**src/rtl/dreq_pkg.sv**
```systemverilog
package dreq_pkg;
  localparam int unsigned WORD_W = 16;
  localparam int unsigned ADDR_W = 32;
  localparam int unsigned CNT_W  = 24;

  localparam int unsigned CTRL_RV   = 0;
  localparam int unsigned CTRL_DMA  = 1;
  localparam int unsigned CTRL_EN   = 2;
  localparam int unsigned CTRL_FULL = 7;
  localparam int unsigned CHCTL_END = 1;

  typedef logic [WORD_W-1:0] word_t;
  typedef logic [ADDR_W-1:0] addr_t;
  typedef logic [CNT_W-1:0]  cnt_t;

  typedef enum logic [1:0] {HR_LEN = 2'd0, HR_CTRL = 2'd1, HR_FIFO = 2'd2, HR_NONE = 2'd3} host_reg_e;
  typedef enum logic [1:0] {CR_DST = 2'd0, CR_CNT = 2'd1, CR_CTL = 2'd2, CR_OP = 2'd3} chan_reg_e;
  typedef enum logic [1:0] {DS_IDLE = 2'd0, DS_RUN = 2'd1, DS_DONE = 2'd2} drain_state_e;

  function automatic word_t len_align(word_t d);
    return d & ~word_t'(3);
  endfunction

  function automatic addr_t dst_advance(addr_t a);
    return a + addr_t'(2);
  endfunction

  function automatic logic mode_armed(word_t ctl, word_t op);
    return (ctl[1:0] == 2'b01) && op[0];
  endfunction

  function automatic logic group_edge(int unsigned lvl, int unsigned grp);
    return (lvl != 0) && ((lvl % grp) == 0);
  endfunction
endpackage

```
**src/rtl/dreq_fifo.sv**
```systemverilog
module dreq_fifo #(
  parameter int unsigned DW    = 16,
  parameter int unsigned DEPTH = 8,
  parameter int unsigned LVL_W = 4
) (
  input  logic             clk,
  input  logic             rst_n,
  input  logic             push_i,
  input  logic [DW-1:0]    push_data_i,
  input  logic             flush_i,
  input  logic [LVL_W-1:0] rd_idx_i,
  output logic [LVL_W-1:0] level_o,
  output logic [DW-1:0]    rd_data_o
);
  localparam int unsigned IDX_W = (DEPTH > 1) ? $clog2(DEPTH) : 1;

  logic [DW-1:0]    slot_q [DEPTH];
  logic [LVL_W-1:0] level_q;

  always_ff @(posedge clk) begin
    for (int s = 0; s < DEPTH; s++) begin
      if (push_i && (level_q == LVL_W'(s))) slot_q[s] <= push_data_i;
    end
  end

  always_ff @(posedge clk) begin
    if (!rst_n)       level_q <= '0;
    else if (flush_i) level_q <= '0;
    else if (push_i)  level_q <= level_q + LVL_W'(1);
  end

  assign level_o   = level_q;
  assign rd_data_o = slot_q[rd_idx_i[IDX_W-1:0]];

  assert_level_bound_R4: assert property (@(posedge clk) disable iff (!rst_n)
    level_q <= LVL_W'(DEPTH));

  assert_no_push_full_R2: assert property (@(posedge clk) disable iff (!rst_n)
    push_i |-> (level_q < LVL_W'(DEPTH)));
endmodule

```
**src/rtl/dreq_chan_regs.sv**
```systemverilog
module dreq_chan_regs
  import dreq_pkg::*;
(
  input  logic        clk,
  input  logic        rst_n,
  input  logic        wr_en_i,
  input  logic [1:0]  wr_sel_i,
  input  logic [31:0] wr_data_i,
  input  logic        step_i,
  input  logic        end_set_i,
  output addr_t       dst_o,
  output cnt_t        count_o,
  output word_t       ctl_o,
  output word_t       op_o
);
  addr_t dst_q;
  cnt_t  count_q;
  word_t ctl_q, op_q;

  logic wr_dst, wr_cnt, wr_ctl, wr_op;
  assign wr_dst = wr_en_i && (wr_sel_i == CR_DST);
  assign wr_cnt = wr_en_i && (wr_sel_i == CR_CNT);
  assign wr_ctl = wr_en_i && (wr_sel_i == CR_CTL);
  assign wr_op  = wr_en_i && (wr_sel_i == CR_OP);

  always_ff @(posedge clk) begin
    if (!rst_n) begin
      dst_q   <= '0;
      count_q <= '0;
    end else begin
      if (wr_dst)      dst_q <= addr_t'(wr_data_i);
      else if (step_i) dst_q <= dst_advance(dst_q);
      if (wr_cnt)      count_q <= wr_data_i[CNT_W-1:0];
      else if (step_i) count_q <= count_q - cnt_t'(1);
    end
  end

  always_ff @(posedge clk) begin
    if (!rst_n) begin
      ctl_q <= '0;
      op_q  <= '0;
    end else begin
      if (wr_ctl)         ctl_q <= wr_data_i[WORD_W-1:0];
      else if (end_set_i) ctl_q[CHCTL_END] <= 1'b1;
      if (wr_op)          op_q <= wr_data_i[WORD_W-1:0];
    end
  end

  assign dst_o   = dst_q;
  assign count_o = count_q;
  assign ctl_o   = ctl_q;
  assign op_o    = op_q;

  assert_cnt_width_R10: assert property (@(posedge clk) disable iff (!rst_n)
    wr_cnt |=> (count_q == $past(wr_data_i[CNT_W-1:0])));
endmodule

```
**src/rtl/dreq_drain_ctl.sv**
```systemverilog
module dreq_drain_ctl
  import dreq_pkg::*;
#(
  parameter int unsigned LVL_W = 4
) (
  input  logic             clk,
  input  logic             rst_n,
  input  logic             start_i,
  input  logic [LVL_W-1:0] level_i,
  input  logic             count_zero_i,
  input  logic             count_one_i,
  input  logic             mem_ready_i,
  output logic             busy_o,
  output logic             mem_wr_o,
  output logic [LVL_W-1:0] rd_idx_o,
  output logic             step_o,
  output logic             done_o
);
  drain_state_e     state_q, state_d;
  logic [LVL_W-1:0] idx_q;
  logic             last_word;

  always_comb begin
    mem_wr_o  = (state_q == DS_RUN) && (idx_q < level_i) && !count_zero_i;
    step_o    = mem_wr_o && mem_ready_i;
    last_word = step_o && (((idx_q + LVL_W'(1)) == level_i) || count_one_i);
    done_o    = (state_q == DS_DONE);
    busy_o    = (state_q != DS_IDLE);
    state_d   = state_q;
    case (state_q)
      DS_IDLE: if (start_i) state_d = DS_RUN;
      DS_RUN:  if (!mem_wr_o || last_word) state_d = DS_DONE;
      DS_DONE: state_d = DS_IDLE;
      default: state_d = DS_IDLE;
    endcase
  end

  always_ff @(posedge clk) begin
    if (!rst_n) begin
      state_q <= DS_IDLE;
      idx_q   <= '0;
    end else begin
      state_q <= state_d;
      if (state_q == DS_IDLE && start_i) idx_q <= '0;
      else if (step_o)                   idx_q <= idx_q + LVL_W'(1);
    end
  end

  assign rd_idx_o = idx_q;

  assert_hold_on_stall_R5: assert property (@(posedge clk) disable iff (!rst_n)
    (mem_wr_o && !mem_ready_i) |=> (mem_wr_o && $stable(rd_idx_o)));

  assert_idx_in_range_R5: assert property (@(posedge clk) disable iff (!rst_n)
    mem_wr_o |-> (rd_idx_o < level_i));
endmodule

```
**src/rtl/dreq_bridge.sv**
```systemverilog
module dreq_bridge
  import dreq_pkg::*;
#(
  parameter  int unsigned DEPTH = 8,
  parameter  int unsigned GROUP = 4,
  localparam int unsigned LVL_W = $clog2(DEPTH + 1)
) (
  input  logic             clk,
  input  logic             rst_n,
  input  logic             host_wr_en_i,
  input  logic [1:0]       host_wr_sel_i,
  input  logic [15:0]      host_wr_data_i,
  output logic [15:0]      host_len_o,
  output logic [15:0]      host_ctrl_o,
  output logic [LVL_W-1:0] fifo_level_o,
  input  logic             ch_wr_en_i,
  input  logic [1:0]       ch_wr_sel_i,
  input  logic [31:0]      ch_wr_data_i,
  output logic [31:0]      ch_dst_o,
  output logic [23:0]      ch_count_o,
  output logic [15:0]      ch_ctl_o,
  output logic [15:0]      ch_op_o,
  output logic             busy_o,
  output logic             mem_wr_o,
  output logic [31:0]      mem_addr_o,
  output logic [15:0]      mem_data_o,
  input  logic             mem_ready_i
);
  word_t len_q;
  logic  en_q, dma_q, rv_q, full_q;

  logic [LVL_W-1:0] level, rd_idx;
  word_t rd_data;
  addr_t dst;
  cnt_t  count;
  word_t ctl, op;
  logic  busy, step, done, start;

  logic host_len_wr, host_ctrl_wr, host_fifo_wr, push_ok, end_set, ch_wr_ok;

  assign host_len_wr  = host_wr_en_i && (host_wr_sel_i == HR_LEN);
  assign host_ctrl_wr = host_wr_en_i && (host_wr_sel_i == HR_CTRL);
  assign host_fifo_wr = host_wr_en_i && (host_wr_sel_i == HR_FIFO);
  assign push_ok      = host_fifo_wr && en_q && !busy && (level < LVL_W'(DEPTH));
  assign start        = push_ok && mode_armed(ctl, op) &&
                        group_edge(int'(level) + 1, GROUP);
  assign end_set      = done && (count == '0);
  assign ch_wr_ok     = ch_wr_en_i && !busy;

  always_ff @(posedge clk) begin
    if (!rst_n)           len_q <= '0;
    else if (host_len_wr) len_q <= len_align(host_wr_data_i);
    else if (step)        len_q <= len_q - word_t'(1);
  end

  always_ff @(posedge clk) begin
    if (!rst_n) begin
      en_q   <= 1'b0;
      dma_q  <= 1'b0;
      rv_q   <= 1'b0;
      full_q <= 1'b0;
    end else begin
      if (host_ctrl_wr) begin
        en_q  <= host_wr_data_i[CTRL_EN];
        dma_q <= host_wr_data_i[CTRL_DMA];
        rv_q  <= host_wr_data_i[CTRL_RV];
      end
      if (done && (len_q == '0)) en_q <= 1'b0;
      if (push_ok && (level == LVL_W'(DEPTH - 1))) full_q <= 1'b1;
      else if (done)                               full_q <= 1'b0;
    end
  end

  dreq_fifo #(.DW(WORD_W), .DEPTH(DEPTH), .LVL_W(LVL_W)) u_fifo (
    .clk         (clk),
    .rst_n       (rst_n),
    .push_i      (push_ok),
    .push_data_i (host_wr_data_i),
    .flush_i     (done),
    .rd_idx_i    (rd_idx),
    .level_o     (level),
    .rd_data_o   (rd_data)
  );

  dreq_chan_regs u_chan (
    .clk       (clk),
    .rst_n     (rst_n),
    .wr_en_i   (ch_wr_ok),
    .wr_sel_i  (ch_wr_sel_i),
    .wr_data_i (ch_wr_data_i),
    .step_i    (step),
    .end_set_i (end_set),
    .dst_o     (dst),
    .count_o   (count),
    .ctl_o     (ctl),
    .op_o      (op)
  );

  dreq_drain_ctl #(.LVL_W(LVL_W)) u_drain (
    .clk          (clk),
    .rst_n        (rst_n),
    .start_i      (start),
    .level_i      (level),
    .count_zero_i (count == '0),
    .count_one_i  (count == cnt_t'(1)),
    .mem_ready_i  (mem_ready_i),
    .busy_o       (busy),
    .mem_wr_o     (mem_wr_o),
    .rd_idx_o     (rd_idx),
    .step_o       (step),
    .done_o       (done)
  );

  assign host_len_o   = len_q;
  assign host_ctrl_o  = {8'h00, full_q, 4'b0000, en_q, dma_q, rv_q};
  assign fifo_level_o = level;
  assign ch_dst_o     = dst;
  assign ch_count_o   = count;
  assign ch_ctl_o     = ctl;
  assign ch_op_o      = op;
  assign busy_o       = busy;
  assign mem_addr_o   = dst;
  assign mem_data_o   = rd_data;

  assert_len_aligned_R1: assert property (@(posedge clk) disable iff (!rst_n)
    host_len_wr |=> (len_q[1:0] == 2'b00));

  assert_ignore_push_R2: assert property (@(posedge clk) disable iff (!rst_n)
    (host_fifo_wr && !en_q && !busy) |=> (level == $past(level)));

  assert_start_armed_R3: assert property (@(posedge clk) disable iff (!rst_n)
    $rose(busy) |-> ($past(ctl[1:0]) == 2'b01 && $past(op[0])));

  assert_full_on_cap_R4: assert property (@(posedge clk) disable iff (!rst_n)
    (push_ok && level == LVL_W'(DEPTH - 1)) |=> full_q);

  assert_full_clear_R4: assert property (@(posedge clk) disable iff (!rst_n)
    done |=> (!full_q && level == '0));

  assert_dst_step_R5: assert property (@(posedge clk) disable iff (!rst_n)
    (mem_wr_o && mem_ready_i) |=> (mem_addr_o == $past(mem_addr_o) + 32'd2));

  assert_count_guard_R6: assert property (@(posedge clk) disable iff (!rst_n)
    mem_wr_o |-> (count != '0));

  assert_en_drop_R7: assert property (@(posedge clk) disable iff (!rst_n)
    (done && len_q == '0) |=> !en_q);

  assert_end_flag_R8: assert property (@(posedge clk) disable iff (!rst_n)
    (done && count == '0) |=> ctl[CHCTL_END]);

  assert_ctrl_keep_full_R9: assert property (@(posedge clk) disable iff (!rst_n)
    (host_ctrl_wr && !done && !push_ok) |=> (full_q == $past(full_q)));

  assert_busy_lock_R11: assert property (@(posedge clk) disable iff (!rst_n)
    (ch_wr_en_i && ch_wr_sel_i == CR_OP && busy) |=> $stable(op));
endmodule

```
**config.mk**
```make
export PLATFORM = sky130hd
export DESIGN_NAME = dreq_bridge
export DESIGN_NICKNAME = d
export VERILOG_FILES = /design/src/rtl/dreq_pkg.sv /design/src/rtl/dreq_fifo.sv /design/src/rtl/dreq_chan_regs.sv /design/src/rtl/dreq_drain_ctl.sv /design/src/rtl/dreq_bridge.sv
export SDC_FILE = /design/constraint.sdc
export NUM_CORES = 1
export LEC_CHECK = 0
export ABC_AREA = 1
export CELL_PAD_IN_SITES_DETAIL_PLACEMENT = 0
export CELL_PAD_IN_SITES_GLOBAL_PLACEMENT = 1
export CORE_ASPECT_RATIO = 0.75
export CORE_UTILIZATION = 42
export DETAILED_ROUTE_END_ITERATION = 16
export GPL_ROUTABILITY_DRIVEN = 0
export PLACE_DENSITY = 0.83
export SETUP_SLACK_MARGIN = 0.02
export SYNTH_ARGS = -nofsm -noshare
export SYNTH_HDL_FRONTEND = slang
export SYNTH_SLANG_ARGS = --single-unit
export TNS_END_PERCENT = 10
```
**constraint.sdc**
```tcl
create_clock -name clk -period 6.5 [get_ports clk]
set_input_delay 1.625 -clock clk [delete_from_list [all_inputs] [get_ports clk]]
set_output_delay 1.625 -clock clk [all_outputs]
set_load 0.005 [all_outputs]
```
# Yosys cells after proc, flatten, opt, wreduce, memory -nomap -nowiden
# Memories as Yosys holds them, arrays and structs flattened. A register that Yosys moved wholly into a read port is not among the register bits.
# Cells that the tools add are included.
# W data, S select, Z words.
# totals
regBits,118
ramBits,128
in_bits,57
out_inout_bits,174
elab_cells,156
n_memories,1
# memory_table
memory,depth,width,rd,rd_clocked_by_memory_dff,wr,line_no,text
u_fifo.slot_q,8,16,1,1,1,dreq_fifo.sv:17,logic [DW-1:0] slot_q [DEPTH];
# op_classes
n_addsub,6
n_lt_le_gt_ge,2
n_eq_ne,19
mux,52
bitwise,1
n_reduce_logical,61
# ops
cell,n
$mux W16,9
$reduce_or A16 Y1,7
$mux W32,2
$mux W24,2
$add A32 B2 Y32 const B,1
$logic_not A32 Y1,1
$reduce_bool A32 Y1,1
$logic_and A1 B1 Y1,30
$mux W1,27
$mux W3,9
$eq A24 B1 Y1 const B,1
$logic_not A24 Y1,1
$sub A24 B1 Y24 const B,1
$eq A4 B3 Y1 const B,4
$logic_not A16 Y1,1
$sub A16 B1 Y16 const B,1
$reduce_bool A2 Y1,6
$add A4 B1 Y4 const B,2
$eq A2 B1 Y1 const B,4
$eq A2 B2 Y1 const B,4
$eq A4 B2 Y1 const B,2
$reduce_or A2 Y1,4
$logic_not A2 Y1,3
$add A4 B1 Y5 const B,1
13 further kinds,17

# Longest topological paths before layout
# logic_depth
ltp_word,16
depth_mapped,15
mapped_depth_nobuf,14

# Cells and area by module
# From an unflattened synthesis, not the netlist that was laid out.
# unflattened
cells_unflattened,1750
area_unflattened_um2,13297.8
# modules_own_cells
module,n_inst,cells_per_inst,area_each_um2,seq_area_each_um2
dreq_fifo,1,596,5879.4,3923.8
dreq_chan_regs,1,773,4954.8,1761.7
dreq_bridge,1,305,1978.1,400.4
dreq_drain_ctl,1,76,485.5,120.1

# Least setup slack after synthesis
# OpenSTA, ideal clock, no wires.
# synth_path
kind,input-to-reg
startpoint,input port host_wr_sel_i[0]
endpoint,memory u_fifo.slot_q[4][0] (enable)
setup_time_ns,0.409
arrival_ns,3.259
required_time_ns,6.091
slack_ns,2.832
cell_stages,5
path_cell_list,inv_1 > nand3_1 > nor4_4 > inv_2 > nor3_1
# synth_via
elab_chain_len,16
word_cells_on_any_way,50
classes_between,1 x eq/ne; 30 x mux; 19 x reduce/logical
# synth_lines
item,line_no,text
"start, declared",dreq_bridge.sv:11,"input logic [1:0] host_wr_sel_i,"
$eq A2 B2 Y1 *,dreq_bridge.sv:43,assign host_fifo_wr = host_wr_en_i && (host_wr_sel_i == HR_FIFO);
$logic_and A1 B1 Y1 *,dreq_bridge.sv:43,
$logic_and A1 B1 Y1 * (3 in series),dreq_bridge.sv:44,assign push_ok = host_fifo_wr && en_q && !busy && (level < LVL_W'(DEPTH));
$logic_and A1 B1 Y1,dreq_fifo.sv:22,if (push_i && (level_q == LVL_W'(s))) slot_q[s] <= push_data_i;
$mux W1,dreq_fifo.sv:22,
$mux W1 (implied by the code),dreq_fifo.sv:22,
$reduce_or A16 Y1 (no source line),n/a,
$mux W3 (no source line) / $mux W1 (equally long branches) (7 in series),n/a,
"end, declared",dreq_fifo.sv:17,
# Mark *: on every way between the ends. The rest lies on a longest branch, timed or not.

==> flow_summary.toml <==
[hold_path]
hold_class = "reg -> reg"

[sta]
hold_violations = 0
slew_headroom_pct = 19.0
fmax_mhz = 217
worstMarginPinSlew_ns = 1.21
setup_viol = 0
holdWs_ns = 0.443
rsz0062_at_grt = "false"
fin_crit_sh_pct = 71.1
drv_slew = 0
setup-tns-final_ns = 0
min_period_ns = 4.62
finClkSkew_ns = 0.0111
setup_ws_ns = 1.88

[die]
initial_utilization_pct = 43.1
core.rowCount = 54
die_w_um = 203
core_area_mm2 = 0.0294
die_height_um = 152
dieArea_mm2 = 0.0309
pin_count = 231

[drt]
dr_total_vias = 11031
drt_iter0_drc = 933
wl_um = 37600
avgViaCountPerCell = 5.10
route.detailed.wl_per_inst_um = 17.4
first_pass_iters = 5
drc = 0
ant_nets = 0

[final_layout]
n_fill_cell = 2775
final_nets = 1823
areaGrowthSynthToFinish_pct = 24.4
drive_above_1_share_pct = 6.61
regArea_mm2 = 0.00627
stdcell_area_mm2 = 0.0158
layout.cells.non_filler = 2163
multiInputGateArea_mm2 = 0.00527

[logic_synthesis]
yosysMostFrequentCell = "nand2_1"
synth_area_mm2 = 0.0127
avgSynthCellArea_um2 = 7.96
yosysSeqAreaShare_pct = 49.4
yosys.area.top_type = "edfxtp_1"
synth_edf_count = 128
yosysUniqueCellTypes = 45
synth-seq-cells = 249
postSynthCellCount = 1591
synthTopCellsByArea = "edfxtp_1 (30%), dfxtp_1 (19%), nand2_1 (10%)"
synth_top_area_share_pct = 30.3
synth_warnings = 0
synthTopCellsByCount = "nand2_1 (341), nor2_1 (281), inv_1 (131)"
synthArstFlopShare_pct = 0
ys.flop_type = "edfxtp_1"

[cts]
post-cts-setup-buffers = 0
cts_hold_buffers = 0
cts_sinks = 249
cts_root_buffer = "clkbuf_16"
clk_latency_ns = 0.53
clkSlewWorstSetupHoldPaths_ns = 0.06
numCtsBuffers = 26
cts_tree = "yes"
cts_resized = 0
cts.htree.levels = 1
clock_path_buffers = 3

[setup_path]
crit_family = "buffers and inverters"
cp-end-kind = "output pin"
slowest_delay_ns = 0.54
crit_buf_inv = 4
worstPathMaxFanout = 33
path_cells = "buf_4 -> inv_1 -> buf_4 -> o21ai_0 -> o22ai_1 -> nor2_1 -> a31oi_1 -> clkdlybuf4s50_1"
crit_slowest_cell = "clkdlybuf4s50_1"
regToRegSetupSlack_ns = 3.57
crit-reg2reg-capture = "u_chan.dst_o[18]"
crit_type = "reg -> out"
cp.arrival_ns = 2.99
endpoint = "mem_data_o[3]"
r2r_start = "u_fifo.level_o[3]"
cp_common_cell = "buf_4"
cp_num_cells = 8
start_kind = "flop"
required_ns = 4.88
r2r_cells = 11

[placed_design]
numPortBuffers = 218
dpl.hpwl_um = 26200
place_inst = 2115
place_area_mm2 = 0.0148
pre_cts_ws_ns = 2.13

[global_routing]
overflow = 0
track_usage_pct = 24.0
grt_pass1_vias = 10340
grt_max_degree = 65
grt_pass1_wl_um = 58800
antenna_found_initial = 1

[run_status]
status = "complete, no violations"

[power]
p_leak_nw = 6.10
power_density_mw_per_mm2 = 234
peakVddDrop_v = 0.000168

[job]
cap_violations = 0
-- logic make-up (layout without fill, tap and decap cells) --
group / count (synthesis) / count (layout) / synth area share [%]
flip-flops: 249 / 249 / 49.4
XOR/XNOR: 31 / 31 / 2.14
other: 1 / 13 / 0.0296
buffers and inverters: 249 / 417 / 9.54
AO/OA/AOI/OAI: 259 / 259 / 11.0
adder cells (fa/ha/maj): 15 / 15 / 1.48
AND/OR/NAND/NOR: 787 / 787 / 26.4
-- sequential cells by signal, indices dropped and copies added, names as in the netlist, 2 cells and up, named ones only --
| register | flops |
|---|---|
| u_chan.ctl_o | 16 |
| u_chan.count_o | 24 |
| u_chan.dst_o | 32 |
| u_chan.op_o | 16 |
| u_fifo.level_o | 4 |
| u_fifo.slot_q | 128 |
| u_drain.state_q | 2 |
| u_drain.rd_idx_o | 4 |
| host_len_o | 16 |
-- layer usage --
metal / wire [um] / track usage [%] / up-vias
met5: 0 / 0 / -
met4: 554 / 4.55 / 0
met3: 2460 / 3.25 / 41
met2: 16100 / 36.1 / 352
met1: 18500 / 36.8 / 5154
li1: - / - / 5484
-- cell type report --
type                       count  share of cell area, %
clock inverter                18                   1.46
clock buffer                  29                   4.40
antenna                        1                 0.0159
inverter                     138                   3.30
multi-input combinational   1104                   33.5
timing repair buffer         232                   14.5
sequential                   249                   39.8
tap                          392                   3.11
-- worst min path at each step --
stage	cells past startpoint	slack (ns)	end	from
final	2	0.44	u_chan.op_o[11]	u_chan.op_o[11]
after detailed placement	2	0.44	u_chan.op_o[8]	u_chan.op_o[8]
after global routing	2	0.47	u_chan.op_o[3]	u_chan.op_o[3]
after floorplan	2	0.44	u_chan.op_o[10]	u_chan.op_o[10]
after CTS	2	0.45	u_chan.op_o[8]	u_chan.op_o[8]
after global placement	2	0.43	u_chan.op_o[11]	u_chan.op_o[11]
-- layout by cell type, fill, tap and decap left out, drive strengths merged, types with 2 or more instances in the layout --
cell           instances
nand2                350
or2                    9
bufinv                 5
nand3                 98
nor4                   2
buf                   15
xnor2                 14
nand4                 10
nor2                 293
conb                  12
o21a                   2
edfxtp               128
a31oi                 16
clkinvlp               5
dfxtp                121
clkdlybuf4s50        217
nand3b                13
a211oi                 2
nor3                  12
inv                  137
xor2                  17
clkinv                 9
o21bai                 3
o21ai                117
a21oi                101
ha                    15
o22ai                 16
clkbuf                29
-- stage by stage --
step	total power (W)	utilization, %
CTS	0.00370	53.6
floorplan	0.00194	-
global placement	0.00210	50.5
global route	0.00381	53.6
detailed placement	0.00210	50.5
finish	0.00369	53.6
-- worst reg2reg max path, stage by stage (launching register included) --
cell and delay [ns]:
dfxtp_1 0.48, inv_1 0.15, ha_1 0.34, a21oi_1 0.15, nand2_1 0.10, nor2_4 0.16
nand2_2 0.11, nor2_4 0.91, nand3_1 0.22, nand3_1 0.14, nand2_1 0.06, inv_1 0.07
-- power breakdown --
| part | switching [W] | internal (W) | total, W |
|---|---|---|---|
| Clock | 0.000650 | 0.000967 | 0.00162 |
| Combinational | 0.000206 | 0.000157 | 0.000363 |
| Sequential | 0.0000320 | 0.00167 | 0.00171 |
| Total | 0.000888 | 0.00280 | 0.00369 |
(Power assumes the default switching activity.)
